`config.mk`:
```
export PLATFORM = sky130hd
export DESIGN_NAME = sram_bytelane_ctrl
export DESIGN_NICKNAME = d
export VERILOG_FILES = /design/src/rtl/sram_ctrl_pkg.sv /design/src/rtl/sram_wait_timer.sv /design/src/rtl/sram_lane_io.sv /design/src/rtl/sram_bytelane_ctrl.sv
export SDC_FILE = /design/constraint.sdc
export NUM_CORES = 1
export LEC_CHECK = 0
export BUFFER_PORTS_ARGS = -buffer_cell sky130_fd_sc_hd__buf_2
export CORE_MARGIN = 8
export CORE_UTILIZATION = 52
export DETAILED_ROUTE_END_ITERATION = 8
export GPL_TIMING_DRIVEN = 1
export PLACE_DENSITY_LB_ADDON = 0.25
export SETUP_SLACK_MARGIN = 0.2
export SLEW_MARGIN = 5
export SYNTH_ARGS = -nofsm -noshare
export SYNTH_HDL_FRONTEND = slang
export SYNTH_SLANG_ARGS = --single-unit
```
`constraint.sdc`:
```
create_clock -name clk -period 3.7 [get_ports clk]
set_input_delay 0.185 -clock clk [delete_from_list [all_inputs] [get_ports clk]]
set_output_delay 0.185 -clock clk [all_outputs]
set_load 0.1 [all_outputs]
```
`src/rtl/sram_ctrl_pkg.sv`:
```
package sram_ctrl_pkg;

   typedef enum logic [2:0] {
      ST_IDLE,
      ST_WSETUP,
      ST_WPULSE,
      ST_WHOLD,
      ST_RWAIT
   } ctrl_state_e;

   function automatic int unsigned max3(input int unsigned a, input int unsigned b,
                                        input int unsigned c);
      int unsigned m;
      m = (a > b) ? a : b;
      return (m > c) ? m : c;
   endfunction

endpackage

```
`src/rtl/sram_wait_timer.sv`:
```
module sram_wait_timer #(
   parameter int CNT_W = 3
) (
   input  logic             clk,
   input  logic             rst_n,
   input  logic             load,
   input  logic [CNT_W-1:0] load_val,
   output logic [CNT_W-1:0] count,
   output logic             expired
);

   always_ff @(posedge clk or negedge rst_n) begin
      if (!rst_n) begin
         count <= '0;
      end else if (load) begin
         count <= load_val;
      end else if (count != '0) begin
         count <= count - 1'b1;
      end
   end

   assign expired = (count == '0);

endmodule

```
`src/rtl/sram_lane_io.sv`:
```
module sram_lane_io #(
   parameter int LANE_W = 8
) (
   input  logic              clk,
   input  logic              rst_n,
   input  logic              wr_load,
   input  logic [LANE_W-1:0] wr_byte,
   input  logic              lane_sel,
   input  logic              drive,
   input  logic              sample,
   input  logic [LANE_W-1:0] pad_in,
   output logic [LANE_W-1:0] pad_out,
   output logic              pad_oe,
   output logic [LANE_W-1:0] rd_byte
);

   logic [LANE_W-1:0] wr_q;

   always_ff @(posedge clk or negedge rst_n) begin
      if (!rst_n) begin
         wr_q    <= '0;
         rd_byte <= '0;
      end else begin
         if (wr_load) wr_q <= wr_byte;
         if (sample)  rd_byte <= lane_sel ? pad_in : '0;
      end
   end

   assign pad_out = wr_q;
   assign pad_oe  = drive & lane_sel;

endmodule

```
`src/rtl/sram_bytelane_ctrl.sv`:
```
module sram_bytelane_ctrl #(
   parameter int ADDR_W     = 19,
   parameter int DATA_W     = 16,
   parameter int ADDR_SETUP = 2,
   parameter int WE_PULSE   = 4,
   parameter int DRV_DELAY  = 1,
   parameter int DATA_HOLD  = 1,
   parameter int READ_WAIT  = 3
) (
   input  logic                   clk,
   input  logic                   rst_n,
   input  logic                   req_valid,
   input  logic                   req_wr,
   input  logic [ADDR_W-1:0]      req_addr,
   input  logic [DATA_W-1:0]      req_wdata,
   input  logic [DATA_W/8-1:0]    req_mask,
   output logic                   ready,
   output logic                   rd_valid,
   output logic [DATA_W-1:0]      rd_data,
   output logic [ADDR_W-1:0]      mem_addr,
   output logic                   mem_ce_n,
   output logic                   mem_we_n,
   output logic                   mem_oe_n,
   output logic [DATA_W/8-1:0]    mem_lane_n,
   output logic [DATA_W-1:0]      mem_dq_o,
   output logic [DATA_W/8-1:0]    mem_dq_oe,
   input  logic [DATA_W-1:0]      mem_dq_i
);
   import sram_ctrl_pkg::*;

   localparam int LANES    = DATA_W / 8;
   localparam int MAX_WAIT = int'(max3(ADDR_SETUP, WE_PULSE, max3(DATA_HOLD, READ_WAIT, 1)));
   localparam int CNT_W    = $clog2(MAX_WAIT + 1);

   localparam logic [CNT_W-1:0] LD_SETUP = CNT_W'(ADDR_SETUP - 1);
   localparam logic [CNT_W-1:0] LD_PULSE = CNT_W'(WE_PULSE - 1);
   localparam logic [CNT_W-1:0] LD_HOLD  = CNT_W'(DATA_HOLD - 1);
   localparam logic [CNT_W-1:0] LD_READ  = CNT_W'(READ_WAIT - 1);
   localparam logic [CNT_W-1:0] DRV_MARK = CNT_W'(WE_PULSE - DRV_DELAY);

   initial begin : p_param_chk
      assert (DATA_W % 8 == 0 && DATA_W >= 8) else $error("DATA_W must be whole bytes");
      assert (ADDR_W >= 1) else $error("ADDR_W must be positive");
      assert (ADDR_SETUP >= 1) else $error("ADDR_SETUP must be at least 1");
      assert (DATA_HOLD >= 1) else $error("DATA_HOLD must be at least 1");
      assert (READ_WAIT >= 1) else $error("READ_WAIT must be at least 1");
      assert (DRV_DELAY >= 1 && DRV_DELAY < WE_PULSE)
         else $error("DRV_DELAY must lie in 1..WE_PULSE-1");
   end

   ctrl_state_e      state;
   logic             drive;
   logic             accept, accept_op, accept_nil;
   logic             tmr_load, tmr_exp;
   logic [CNT_W-1:0] tmr_val, tmr_cnt;
   logic             sample;

   assign ready      = (state == ST_IDLE);
   assign accept     = ready && req_valid;
   assign accept_op  = accept && (req_mask != '0);
   assign accept_nil = accept && (req_mask == '0);

   // wait-state timer load selection
   always_comb begin
      tmr_load = 1'b0;
      tmr_val  = '0;
      unique case (state)
         ST_IDLE: begin
            tmr_load = accept_op;
            tmr_val  = req_wr ? LD_SETUP : LD_READ;
         end
         ST_WSETUP: begin
            tmr_load = tmr_exp;
            tmr_val  = LD_PULSE;
         end
         ST_WPULSE: begin
            tmr_load = tmr_exp;
            tmr_val  = LD_HOLD;
         end
         default: ;
      endcase
   end

   sram_wait_timer #(.CNT_W(CNT_W)) u_timer (
      .clk      (clk),
      .rst_n    (rst_n),
      .load     (tmr_load),
      .load_val (tmr_val),
      .count    (tmr_cnt),
      .expired  (tmr_exp)
   );

   // sequencer
   always_ff @(posedge clk or negedge rst_n) begin
      if (!rst_n) begin
         state      <= ST_IDLE;
         mem_ce_n   <= 1'b1;
         mem_we_n   <= 1'b1;
         mem_oe_n   <= 1'b1;
         mem_lane_n <= '1;
         mem_addr   <= '0;
         drive      <= 1'b0;
         rd_valid   <= 1'b0;
      end else begin
         rd_valid <= 1'b0;
         unique case (state)
            ST_IDLE: begin
               if (accept_nil && !req_wr) begin
                  rd_valid <= 1'b1;
               end else if (accept_op) begin
                  mem_ce_n   <= 1'b0;
                  mem_lane_n <= ~req_mask;
                  mem_addr   <= req_addr;
                  if (req_wr) begin
                     state <= ST_WSETUP;
                  end else begin
                     state    <= ST_RWAIT;
                     mem_oe_n <= 1'b0;
                  end
               end
            end
            ST_WSETUP: begin
               if (tmr_exp) begin
                  state    <= ST_WPULSE;
                  mem_we_n <= 1'b0;
               end
            end
            ST_WPULSE: begin
               if (tmr_exp) begin
                  state    <= ST_WHOLD;
                  mem_we_n <= 1'b1;
               end else if (tmr_cnt <= DRV_MARK) begin
                  drive <= 1'b1;
               end
            end
            ST_WHOLD: begin
               if (tmr_exp) begin
                  state      <= ST_IDLE;
                  drive      <= 1'b0;
                  mem_ce_n   <= 1'b1;
                  mem_lane_n <= '1;
               end
            end
            ST_RWAIT: begin
               if (tmr_exp) begin
                  state      <= ST_IDLE;
                  rd_valid   <= 1'b1;
                  mem_ce_n   <= 1'b1;
                  mem_oe_n   <= 1'b1;
                  mem_lane_n <= '1;
               end
            end
            default: state <= ST_IDLE;
         endcase
      end
   end

   assign sample = ((state == ST_RWAIT) && tmr_exp) || (accept_nil && !req_wr);

   // one I/O slice per byte lane
   for (genvar g = 0; g < LANES; g++) begin : g_lane
      sram_lane_io #(.LANE_W(8)) u_lane (
         .clk      (clk),
         .rst_n    (rst_n),
         .wr_load  (accept_op && req_wr),
         .wr_byte  (req_wdata[g*8 +: 8]),
         .lane_sel (~mem_lane_n[g]),
         .drive    (drive),
         .sample   (sample),
         .pad_in   (mem_dq_i[g*8 +: 8]),
         .pad_out  (mem_dq_o[g*8 +: 8]),
         .pad_oe   (mem_dq_oe[g]),
         .rd_byte  (rd_data[g*8 +: 8])
      );
   end

endmodule

```
Word-level counts from Yosys, hierarchy flattened
Index checks and enable logic that the tools add are counted.

Input port bits: 57. Word-level logic and storage cells: 95. Output and inout bits: 60. Register bits: 64.

Bitwise gates (word level): 6. Reduce and logical (&&, ||, !) cells: 26. Add/sub/neg operators: 1. Multiplexer cells: 34. Magnitude comparators: 1. Equal/unequal tests: 14.

Operator list (number): $mux W3 (8); $mux W8 (2); $ne A2 B2 Y1 const B (8); $pmux W1 S2 (6); $pmux W3 S4 (1); $reduce_bool A2 Y1 (6); $mux W1 (11); $reduce_and A5 Y1 (2); $mux W2 (4); $pmux W2 S2 (2); $reduce_and A4 Y1 (2); $eq A3 B2 Y1 const B (2); $logic_and A1 B1 Y1 (6); $logic_not A3 Y1 (2); $reduce_and A3 Y1 (2); $ne A2 B1 Y1 const B (2); $reduce_or A2 Y1 (2); $eq A3 B1 Y1 const B (1); $eq A3 B3 Y1 const B (1); $le A3 B2 Y1 const B (1); $not A1 Y1 (3); $reduce_bool A3 Y1 (1); $sub A3 B1 Y3 const B (1); $and A1 B1 Y1 (2); 4 further kinds (4).

Logic depth before layout (Yosys ltp)
Gate-level depths: netlist of the first run.

Word-level depth: 6. Gate-level depth with buffers: 6. Mapped depth without buffers: 5.

By module
A second synthesis of the first run with hierarchy kept.

Cells, all modules: 227. Area total of the unflattened synthesis: 2763.9 um2.

Modules (own cells, without submodules): sram_bytelane_ctrl (area each 1288.7 um2, seq. area each 732.0 um2, cells an instance 102, instances 1); sram_lane_io (area each 636.9 um2, seq. area each 400.4 um2, cells an instance 52, instances 2); sram_wait_timer (area each 201.4 um2, seq. area each 75.1 um2, cells an instance 21, instances 1).

Worst setup path after synthesis of the first run
No wires, ideal clock.

Path kind: flip-flop to flip-flop. Start point: register state[0]. End point: register mem_addr[0]. Data required time: 3.575 ns. Clock period less this slack: 2.373 ns. Data arrival time: 2.248 ns. Buffers on the path: 2. Stages on the path, launching flop included: 6. Library setup time: 0.125 ns. Path slack: 1.327 ns. Cell sequence: dfrtp_1 nor3_4 and2_1 buf_4 buf_6 mux2_2.

Longest elaborated chain between the ends: 6. Elaborated cells between the ends (all ways): 7. Classes of those cells: bitwise: 1; reduce/logical: 6.

RTL lines: from (decl) (line sram_bytelane_ctrl.sv:51) `ctrl_state_e state;`; from (signal assigned) (line sram_bytelane_ctrl.sv:96) `state <= ST_IDLE;`; from (signal assigned) (line sram_bytelane_ctrl.sv:115) `state <= ST_WSETUP;`; from (signal assigned) (line sram_bytelane_ctrl.sv:117) `state <= ST_RWAIT;`; $logic_not A3 Y1 (*) (line sram_bytelane_ctrl.sv:58) `assign ready = (state == ST_IDLE);`; via ready (line sram_bytelane_ctrl.sv:17) `output logic ready,`; $logic_and A1 B1 Y1 (line sram_bytelane_ctrl.sv:59) `assign accept = ready && req_valid;`; $logic_and A1 B1 Y1 (line sram_bytelane_ctrl.sv:61) `assign accept_nil = accept && (req_mask == '0);`; $logic_and A1 B1 Y1 (line sram_bytelane_ctrl.sv:108) `if (accept_nil && !req_wr) begin`; $not A1 Y1 (no line); $reduce_and A3 Y1 (no line) (*); to (signal assigned) (line sram_bytelane_ctrl.sv:113) `mem_addr <= req_addr;`; to (decl) (line sram_bytelane_ctrl.sv:20) `output logic [ADDR_W-1:0] mem_addr,`.

The timed path passes the listed nets; every way through them passes the cells marked *. A chain may end at the register's enable or synchronous reset.

Worst setup path after layout of the first run
Start point: register state[0]. End point: register mem_addr[8].

Longest elaborated chain between the ends: 6. Elaborated cells between the ends (all ways): 7. Classes of those cells: bitwise: 1; reduce/logical: 6.

RTL lines (line): $logic_not A3 Y1 (*) (sram_bytelane_ctrl.sv:58, sram_bytelane_ctrl.sv:106); $logic_and A1 B1 Y1 (sram_bytelane_ctrl.sv:59); $logic_and A1 B1 Y1 (sram_bytelane_ctrl.sv:61); $logic_and A1 B1 Y1 (sram_bytelane_ctrl.sv:108); $not A1 Y1 (no line); $reduce_and A3 Y1 (no line) (*).

Every way passes the cells marked *; elsewhere a longest branch is shown, timed or not.

==> metrics.txt, run 1 <==
CTS root buf clkbuf_8; initial antenna violation count 0; Worst path depth 3; fraction of layout cells with a size suffix above 1 0.591; routed len/inst 16.2 µm; max cap viols 0; Nets 383; R2R depth 3; grt ovf 0; GRT Total Usage 0.162; Routed Antenna Nets 0; largest net degree at the start of global routing 36; Remaining DRCs 0; die width 90.4 µm; Post-CTS Hold Buffers 1; final core occ 0.672; Netlist cell types 37; Setup Skew 0.0110 ns; worst-skew pair later-pin latency 0.33 ns; maximum net fanout on the critical path 22; diodes inserted 0; Setup Buffers After CTS 0; Tightest Pin Transition 0.995 ns; Fmax 0.413 GHz; number of DRC markers in iteration 0 45; crit end category register; row count 27; hold crit path type in2reg; cell taking the most area after synthesis dfrtp_1; CTS tree built; WS Path Type reg2reg; die area 8180 µm²; CP arrival 2.63 ns; via count 2035; final hold violation count 0; vias in the first global route 2226; worst hold margin 0.0713 ns; cts bufs inserted 9; Placed Cells incl. Taps 383; clk sink count 64; crit path max-delay cell type and2_1; post-synthesis to final-layout area growth 26.9%; Seq/Total Area, Yosys 0.558; gpl congestion 0.860; CP bufs+invs 0; critical path's top delay family simple AND/OR/NAND/NOR gates; drt pass-1 iters 4; Reg clk slew, reported paths 0.07 ns; fin crit period 2.42 ns; Crit path largest cell delay 0.85 ns; number of synthesized flops with an enable pin 0; most common cell in the synthesized netlist dfrtp_1; Worst slew margin 0.337; Commonest cells post-synth 59 x dfrtp_1, 42 x mux2_2, 20 x nor2b_1; Mapped Area 2880 µm²; Post-synth top flop dfrtp_1; first-pass GRT wire length 10.8 mm; Core ar. 5440 µm²; yosys warns 0; share of the synthesized area in the top cell type 0.513; Port-buffer cells 116; Synth Instances 204; initial core utilization 0.530; Final period util 0.654; nature of the critical path startpoint register; critical path required time 3.91 ns; # fillers 441; post-synthesis register bit count 64; Cell Chain, Critical Path nor3_4 -> and2_1 -> mux2_2; H-tree levels 3; Synthesized Nets 264; Die H 90.4 µm; DP Wirelength 4.86 mm; post-cts resize count 0; asr flop ratio synth 1.00; Routed WL 6.49 mm; mean post-synth cell area 14.1 µm²; IO Pins 117; TNS Setup 0 ns; Longest Clk Path Bufs 2; synth top area cells dfrtp_1 51%, mux2_2 16%, mux2_4 4.7%; RSZ-0062 raised after global routing false; hold depth 2; Layout Cells excl Fill 400; Via density 5.09; status finished clean; Final setup viols 0; fin. max-slew vios 0
## metal layers
layer | global-route usage | part of all wire | up-vias
met4 | 0.0721 | 0.020 | 0
met3 | 0.0640 | 0.080 | 11
li1 | - | - | 955
met2 | 0.264 | 0.46 | 85
met1 | 0.184 | 0.44 | 984
met5 | 0 | 0 | -
## stage by stage
step           setup WS (ns)  area [µm²]
2_1_floorplan           1.33        2880
3_3_place_gp            1.34        3470
3_5_place_dp            1.27        3470
4_1_cts                 1.26        3650
5_1_grt                 1.13        3650
6_report                1.28        3650
## layout make-up
cell class	count	area (µm²)	share of cell area
clock buffers	11	141	0.0387
clock inverters	5	32.5	0.00890
repair buffers	118	598	0.164
inverters	7	26.3	0.00719
flip-flops and latches	64	1610	0.440
multi-input cells	123	1160	0.317
well taps	72	90.1	0.0246
## cells by family after synthesis
kind of cell	after synthesis	synth area share
DFF	64	0.558
muxes	54	0.222
and+or+nand+nor	39	0.0995
AOI/OAI and AO/OA	24	0.0591
buffers and inverters	17	0.0395
xor gates and xnor gates	3	0.00912
adders and majority gates	3	0.0130
## cell usage in the layout, fill, tap and decap left out, types with 2 or more instances in the layout
| cell type | instances |
|---|---|
| mux2i_1 | 3 |
| nor2b_1 | 20 |
| dfrtp_1 | 59 |
| nand3b_1 | 2 |
| o21ai_0 | 8 |
| dfstp_2 | 5 |
| o2bb2ai_1 | 2 |
| a22oi_1 | 3 |
| buf_2 | 116 |
| clkbuf_8 | 10 |
| nor2_1 | 5 |
| mux2_4 | 9 |
| ha_1 | 3 |
| clkinvlp_4 | 3 |
| xnor2_1 | 3 |
| clkinv_2 | 2 |
| a21oi_1 | 5 |
| inv_1 | 7 |
| mux2_2 | 42 |
## worst paths after layout
kind                                       from                                 endpoint  slack (ns)
setup / recovery           state[0]$_DFFE_PN0P_                  mem_addr[8]$_DFFE_PN0P_        1.28
hold / removal                      req_mask[0]                mem_lane_n[0]$_DFFE_PN1P_        0.07
setup reg to reg           state[0]$_DFFE_PN0P_                  mem_addr[8]$_DFFE_PN0P_        1.28
hold reg to reg            mem_we_n$_DFFE_PN1P_                     mem_we_n$_DFFE_PN1P_        0.50
max in group asynchronous                 rst_n                       rd_valid$_DFF_PN0_        2.34
min in group asynchronous                 rst_n  g_lane[0].u_lane.rd_byte[1]$_DFFE_PN0P_        0.48
## worst register-to-register path, delay by kind of cell (launching register included)
family	cells	cell delay (ns)
multiplexers	1	0.43
AND/OR/NAND/NOR	2	1.31
flip-flops	1	0.56
## registers in the layout, summed over array words and instances, names as in the netlist
register,count
state,3
mem_oe_n,1
drive,1
g_lane.u_lane.pad_out,16
mem_ce_n,1
rd_valid,1
mem_lane_n,2
u_timer.count,3
mem_addr,19
g_lane.u_lane.rd_byte,16
mem_we_n,1
Power of run 1 is not shown: default switching activity piles up to over one toggle a cycle in this logic, so the estimate is an artifact.
==> inputs of run 2 (changes only) <==
Settings changed: ABC_AREA from default to 1, CORE_UTILIZATION 52 to 44.
Clock period 3.7 ns to 2.19 ns, I/O delays scaled along.
==> run 2 against run 1 <==
Net effect: synthesized cell count increased by 75%; die area up 17%; clock skew decreased by 0.0027 ns; routed wire length up 16%; cell count rose by 47%; maximum frequency up 36%; sequential cell count stayed put; register-to-register slack worse by 0.87 ns; global-route usage increased by 0.51 points.
==> metrics.txt, run 2 <==
Cell Chain, Critical Path inv_1 -> ha_1 -> inv_1 -> nor2_2 -> nand3_4 -> nand2_4 -> nand2_1 -> nand2_1 (was nor3_4 -> and2_1 -> mux2_2); post-synthesis register bit count 64 (unchanged); vias in the first global route 2959 (was 2226); diodes inserted 0 (unchanged); H-tree levels 3 (unchanged); hold crit path type in2reg (unchanged); Routed WL 7.56 mm (was 6.49 mm); Port-buffer cells 116 (unchanged); fin. max-slew vios 0 (unchanged); IO Pins 117 (unchanged); DP Wirelength 5.27 mm (was 4.86 mm); max reg flops 19 (unchanged); Netlist cell types 25 (was 37); Tightest Pin Transition 0.644 ns (was 0.995 ns); gpl congestion 0.838 (was 0.860); maximum net fanout on the critical path 19 (was 22); synth top area cells dfrtp_1 50%, nand2_1 20%, dfstp_2 4.5% (was dfrtp_1 51%, mux2_2 16%, mux2_4 4.7%); Mapped Area 2940 µm² (was 2880 µm²); Reg clk slew, reported paths 0.07 ns (about the same); capturing point of the worst reg2reg path g_lane[0].u_lane.rd_byte[4]$_DFFE_PN0P_ (was mem_addr[8]$_DFFE_PN0P_); die width 97.7 µm (was 90.4 µm); worst-skew pair later-pin latency 0.33 ns (about the same); RSZ-0062 raised after global routing false (unchanged); commonest cells after routing, fill and taps aside 158 x nand2_1, 116 x buf_2, 59 x dfrtp_1 (was 116 x buf_2, 59 x dfrtp_1, 42 x mux2_2); critical path's top delay family simple AND/OR/NAND/NOR gates (unchanged); Setup Skew 0.00833 ns (was 0.0110 ns); fraction of layout cells with a size suffix above 1 0.292 (was 0.591); final core occ 0.634 (was 0.672); CTS root buf clkbuf_8 (unchanged); Core ar. 6420 µm² (was 5440 µm²); asr flop ratio synth 1.00 (unchanged); nature of the critical path startpoint register (unchanged); critical path required time 2.45 ns (was 3.91 ns); sequential cell area 1610 µm² (unchanged); largest net degree at the start of global routing 40 (was 36); Routed Antenna Nets 0 (unchanged); first-pass GRT wire length 13.3 mm (was 10.8 mm); CP bufs+invs 2 (was 0); Final period util 0.812 (was 0.654); final hold violation count 0 (unchanged); max cap viols 0 (unchanged); fin crit period 1.78 ns (was 2.42 ns); R2R depth 8 (was 3); hold_sp req_mask[1] (was req_mask[0]); TNS Setup 0 ns (unchanged); post-synthesis to final-layout area growth 38.4% (was 26.9%); Final setup viols 0 (unchanged); grt ovf 0 (unchanged); Seq/Total Area, Yosys 0.547 (was 0.558); Fmax 0.562 GHz (was 0.413 GHz); cts bufs inserted 9 (unchanged); drt pass-1 iters 4 (unchanged); WS Path Type reg2reg (unchanged); row count 29 (was 27); yosys warns 0 (unchanged); die area 9550 µm² (was 8180 µm²); mean post-synth cell area 8.23 µm² (was 14.1 µm²); Post-synth top flop dfrtp_1 (unchanged); number of DRC markers in iteration 0 75 (was 45); initial antenna violation count 0 (unchanged); clk sink count 64 (unchanged); crit end category register (unchanged); Via density 4.63 (was 5.09); Synthesized Nets 417 (was 264); Hold Crit Endpoint mem_lane_n[1]$_DFFE_PN1P_ (was mem_lane_n[0]$_DFFE_PN1P_); Longest Clk Path Bufs 2 (unchanged); cell taking the most area after synthesis dfrtp_1 (unchanged); Worst slew margin 0.571 (was 0.337); Biggest register mem_addr (unchanged); GRT Total Usage 0.167 (was 0.162); Remaining DRCs 0 (unchanged); # fillers 567 (was 441); hold depth 4 (was 2); Crit path largest cell delay 0.38 ns (was 0.85 ns); CTS tree built (unchanged); number of synthesized flops with an enable pin 0 (unchanged); worst r2r src u_timer.count[0]$_DFFE_PN0P_ (was state[0]$_DFFE_PN0P_); crit path max-delay cell type dfrtp_1 (was and2_1); CP arrival 2.04 ns (was 2.63 ns); status finished clean (unchanged); flop2flop setup slack 0.41 ns (was 1.28 ns); Die H 97.7 µm (was 90.4 µm); routed len/inst 12.9 µm (was 16.2 µm); Nets 566 (was 383); initial core utilization 0.458 (was 0.530); share of the synthesized area in the top cell type 0.502 (was 0.513); via count 2725 (was 2035); Commonest cells post-synth 158 x nand2_1, 59 x dfrtp_1, 29 x inv_1 (was 59 x dfrtp_1, 42 x mux2_2, 20 x nor2b_1); most common cell in the synthesized netlist nand2_1 (was dfrtp_1); leading cell type in the layout, fill and taps excluded nand2_1 (was buf_2); Synth Instances 357 (was 204); multi-input combinational cell area 1110 µm² (was 1160 µm²)
[run 2: changes by cell type in the layout (fill, tap and decap cells not counted), sizes merged, moves of 3 or more]
cell / previous run / this run
nand2: 1 / 161
mux2: 51 / 0
dlygate4sd3: 1 / 36
inv: 7 / 32
nor2: 5 / 28
nand3: 2 / 24
nor2b: 20 / 0
o21ai: 8 / 23
a21oi: 5 / 0
a22oi: 4 / 0
mux2i: 3 / 0
[run 2: through the flow]
stage	setup WS, ns	instances	hold WS [ns]	area [µm²]
detailed placement	0.305	536	0.177	3520
global route	0.235	588	0.0344	4070
global placement	0.358	536	0.164	3520
finish	0.412	588	0.0353	4070
floorplan	0.462	357	-0.186	2940
CTS	0.259	588	0.0252	4060
[run 2: how the worst max path moves through the flow]
stage	endpoint	start	cells after the start
floorplan	g_lane[0].u_lane.pad_out[6]$_DFFE_PN0P_	state[1]$_DFFE_PN0P_	8
global placement	g_lane[0].u_lane.rd_byte[0]$_DFFE_PN0P_	u_timer.count[0]$_DFFE_PN0P_	8
detailed placement	g_lane[1].u_lane.rd_byte[5]$_DFFE_PN0P_	u_timer.count[0]$_DFFE_PN0P_	8
CTS	g_lane[1].u_lane.rd_byte[5]$_DFFE_PN0P_	u_timer.count[0]$_DFFE_PN0P_	8
global route	g_lane[0].u_lane.rd_byte[1]$_DFFE_PN0P_	u_timer.count[0]$_DFFE_PN0P_	8
finish	g_lane[0].u_lane.rd_byte[4]$_DFFE_PN0P_	u_timer.count[0]$_DFFE_PN0P_	8
[run 2: routing by layer]
layer  global-route usage  vias to the layer above  wire length (µm)
met1                0.171                     1232              3180
met5                    0                        -                 0
met4               0.0624                        0                94
met3               0.0830                        9               756
li1                     -                     1394                 -
met2                0.288                       90              3530
[run 2: worst register-to-register path, cell delays in order (launching register included)]
cell and delay, ns:
dfrtp_1 0.38, inv_1 0.13, ha_1 0.19, inv_1 0.07, nor2_2 0.27, nand3_4 0.27, nand2_4 0.26, nand2_1 0.08
nand2_1 0.06
[run 2: kinds of logic after synthesis]
family | Yosys count | share of synthesized area
fa+ha+maj | 3 | 0.0128
buf+inv | 47 | 0.0788
compound gates | 23 | 0.0392
xor+xnor | 2 | 0.00596
simple gates | 218 | 0.316
flops | 64 | 0.547
[run 2: layout make-up]
| cell class | instances | area share |
|---|---|---|
| Inverter | 32 | 0.0295 |
| Multi-Input combinational cell | 246 | 0.272 |
| Sequential cell | 64 | 0.395 |
| Tap cell | 77 | 0.0237 |
| Timing Repair Buffer | 153 | 0.236 |
| Clock inverter | 3 | 0.00431 |
| Clock buffer | 13 | 0.0391 |
[run 2: timing repair]
action / 4_1_cts / 5_1_grt
setup buffers: 0 / 0
resized for setup: 0 / 1
hold endpoints to repair: 62 / 0
hold buffers: 36 / 0
endpoints found under the setup margin: 0 / 17
Power of run 2 is left out for the same reason.
==> inputs of run 3 (changes only) <==
Settings changed: ABC_AREA 1 to 0, CORE_UTILIZATION 44 to 43.
Clock period 2.19 ns to 1.5 ns, I/O delays scaled along.
==> run 3 against run 2 <==
Net effect: the flow now finishes with violations (negative setup slack); utilization is 8.8 points higher; routed wire length is 17% higher; clock skew is 0.0030 ns higher; cell count is 18% lower; non-clock buffer count is 40 higher; critical path type unchanged; critical endpoint is now mem_ce_n$_DFFE_PN1P_.
==> metrics.txt, run 3 (synthesis results as in run 1) <==
DP Wirelength 5.28 mm (was 5.27 mm); routed len/inst 18.2 µm (was 12.9 µm); R2R depth 7 (was 8); largest net degree at the start of global routing 65 (was 40); # fillers 431 (was 567); die area 9570 µm² (was 9550 µm²); Reg clk slew, reported paths 0.07 ns (about the same); Nets 459 (was 566); GRT Total Usage 0.183 (was 0.167); max reg flops 19 (unchanged); Via density 4.99 (was 4.63); status finished, violations left (was finished clean); CTS root buf clkbuf_8 (unchanged); max cap viols 0 (unchanged); crit end category register (unchanged); H-tree levels 3 (unchanged); Longest Clk Path Bufs 2 (unchanged); Core ar. 6640 µm² (was 6420 µm²); Die H 97.8 µm (was 97.7 µm); row count 30 (was 29); fin crit period 1.67 ns (was 1.78 ns); Final period util 1.12 (was 0.812); capturing point of the worst reg2reg path mem_ce_n$_DFFE_PN1P_ (was g_lane[0].u_lane.rd_byte[4]$_DFFE_PN0P_); post-synthesis to final-layout area growth 66.5% (was 38.4%); final hold violation count 0 (unchanged); flop2flop setup slack -0.17 ns (was 0.41 ns); hold_sp mem_dq_i[8] (was req_mask[1]); commonest cells after routing, fill and taps aside 108 x buf_2, 57 x dfrtp_1, 38 x dlygate4sd3_1 (was 158 x nand2_1, 116 x buf_2, 59 x dfrtp_1); first-pass GRT wire length 13.9 mm (was 13.3 mm); Fmax 0.598 GHz (was 0.562 GHz); Final setup viols 36 (was 0); Port-buffer cells 116 (unchanged); die width 97.8 µm (was 97.7 µm); grt ovf 0 (unchanged); gpl congestion 0.881 (was 0.838); drt pass-1 iters 5 (was 4); Hold Crit Endpoint g_lane[1].u_lane.rd_byte[0]$_DFFE_PN0P_ (was mem_lane_n[1]$_DFFE_PN1P_); worst r2r src u_timer.count[1]$_DFFE_PN0P_ (was u_timer.count[0]$_DFFE_PN0P_); clk sink count 64 (unchanged); Remaining DRCs 0 (unchanged); IO Pins 117 (unchanged); hold crit path type in2reg (unchanged); failing checks negative setup slack; Final Cell Area 4790 µm² (was 4070 µm²); Routed Antenna Nets 0 (unchanged); fraction of layout cells with a size suffix above 1 0.636 (was 0.292); Crit path largest cell delay 0.51 ns (was 0.38 ns); initial antenna violation count 1 (was 0); Worst slew margin 0.628 (was 0.571); dpl ws -0.0762 ns (was 0.305 ns); Setup Skew 0.0114 ns (was 0.00833 ns); fin. max-slew vios 0 (unchanged); CTS tree built (unchanged); TNS Setup -2.47 ns (was 0 ns); Cell Chain, Critical Path inv_2 -> ha_4 -> buf_4 -> buf_4 -> nor4bb_1 -> o21ai_0 -> nand3_1 (was inv_1 -> ha_1 -> inv_1 -> nor2_2 -> nand3_4 -> nand2_4 -> nand2_1 -> nand2_1); RSZ-0062 raised after global routing true (was false); number of DRC markers in iteration 0 73 (was 75); critical path required time 1.78 ns (was 2.45 ns); final setup margin -0.174 ns (was 0.412 ns); worst-skew pair later-pin latency 0.34 ns (was 0.33 ns); nature of the critical path startpoint register (unchanged); maximum net fanout on the critical path 4 (was 19); Tightest Pin Transition 0.551 ns (was 0.644 ns); final core occ 0.722 (was 0.634); CP arrival 1.95 ns (was 2.04 ns); hold depth 3 (was 4); via count 2422 (was 2725); crit path max-delay cell type nor4bb_1 (was dfrtp_1); vias in the first global route 2639 (was 2959); cell mode on critical path buf_4; Post-DP Area 3800 µm² (was 3520 µm²); WS Path Type reg2reg (unchanged); cts bufs inserted 9 (unchanged); initial core utilization 0.434 (was 0.458); leading cell type in the layout, fill and taps excluded buf_2 (was nand2_1); Biggest register mem_addr (unchanged); Routed WL 8.85 mm (was 7.56 mm)
run 3: cell types whose count changed in the layout (fill, tap and decap cells not counted), moves of 7 or more:
cell | before | now
mux2_2 | 0 | 16
mux2_4 | 0 | 35
o21ai_0 | 21 | 4
nand3_1 | 22 | 1
nor2b_1 | 0 | 17
inv_1 | 29 | 4
buf_6 | 0 | 10
nor2_1 | 24 | 4
buf_12 | 1 | 8
buf_2 | 116 | 108
buf_4 | 0 | 26
nand2_1 | 158 | 1
run 3: worst max-delay path by stage:
stage,slack [ns],end,depth (start not counted),startpoint
final,-0.17,mem_ce_n$_DFFE_PN1P_,7,u_timer.count[1]$_DFFE_PN0P_
after global routing,-0.21,mem_ce_n$_DFFE_PN1P_,7,u_timer.count[1]$_DFFE_PN0P_
after CTS,-0.07,g_lane[0].u_lane.rd_byte[0]$_DFFE_PN0P_,6,u_timer.count[1]$_DFFE_PN0P_
after detailed placement,-0.08,g_lane[0].u_lane.rd_byte[4]$_DFFE_PN0P_,6,u_timer.count[1]$_DFFE_PN0P_
after global placement,-0.05,u_timer.count[0]$_DFFE_PN0P_,5,u_timer.count[1]$_DFFE_PN0P_
after floorplan,-0.87,mem_addr[0]$_DFFE_PN0P_,5,state[0]$_DFFE_PN0P_
run 3: layout make-up:
type | instances | area (µm²) | share of cell area
diodes | 1 | 2.50 | 0.000522
inverters | 7 | 26.3 | 0.00548
well taps | 80 | 100 | 0.0209
clock buffers | 10 | 138 | 0.0287
clock inverters | 6 | 43.8 | 0.00913
repair buffers | 193 | 1470 | 0.306
multi-input cells | 124 | 1400 | 0.291
flip-flops and latches | 64 | 1620 | 0.337
run 3: metrics by stage:
| step | cells | hold WS [ns] |
|---|---|---|
| after floorplan | 204 | -0.221 |
| after global placement | 409 | 0.117 |
| after detailed placement | 409 | 0.119 |
| after CTS | 478 | 0.0756 |
| after global routing | 485 | 0.0858 |
| final | 485 | 0.0835 |
run 3: repair_timing:
action | 4_1_cts | 5_1_grt
cloned | 3 | 1
buffers inserted | 12 | 5
gates resized for setup | 40 | 16
setup endpoints to repair | 68 | 68
hold buffers | 38 | 0
pin swaps | 4 | 9
endpoints found under the hold margin | 96 | 0
run 3: layer usage:
metal,global-route usage,vias up,share of wire
li1,-,1110,-
met1,0.196,1207,0.38
met2,0.318,89,0.54
met3,0.0526,16,0.059
met4,0.102,0,0.023
met5,0,-,0
run 3: critical path, delay by kind of cell, from the launching register on:
family | cells | cell delay, ns
flops | 1 | 0.41
fa+ha+maj | 1 | 0.15
buf+inv | 3 | 0.29
simple gates | 2 | 0.62
compound gates | 1 | 0.14
Power of run 3 is left out for the same reason.
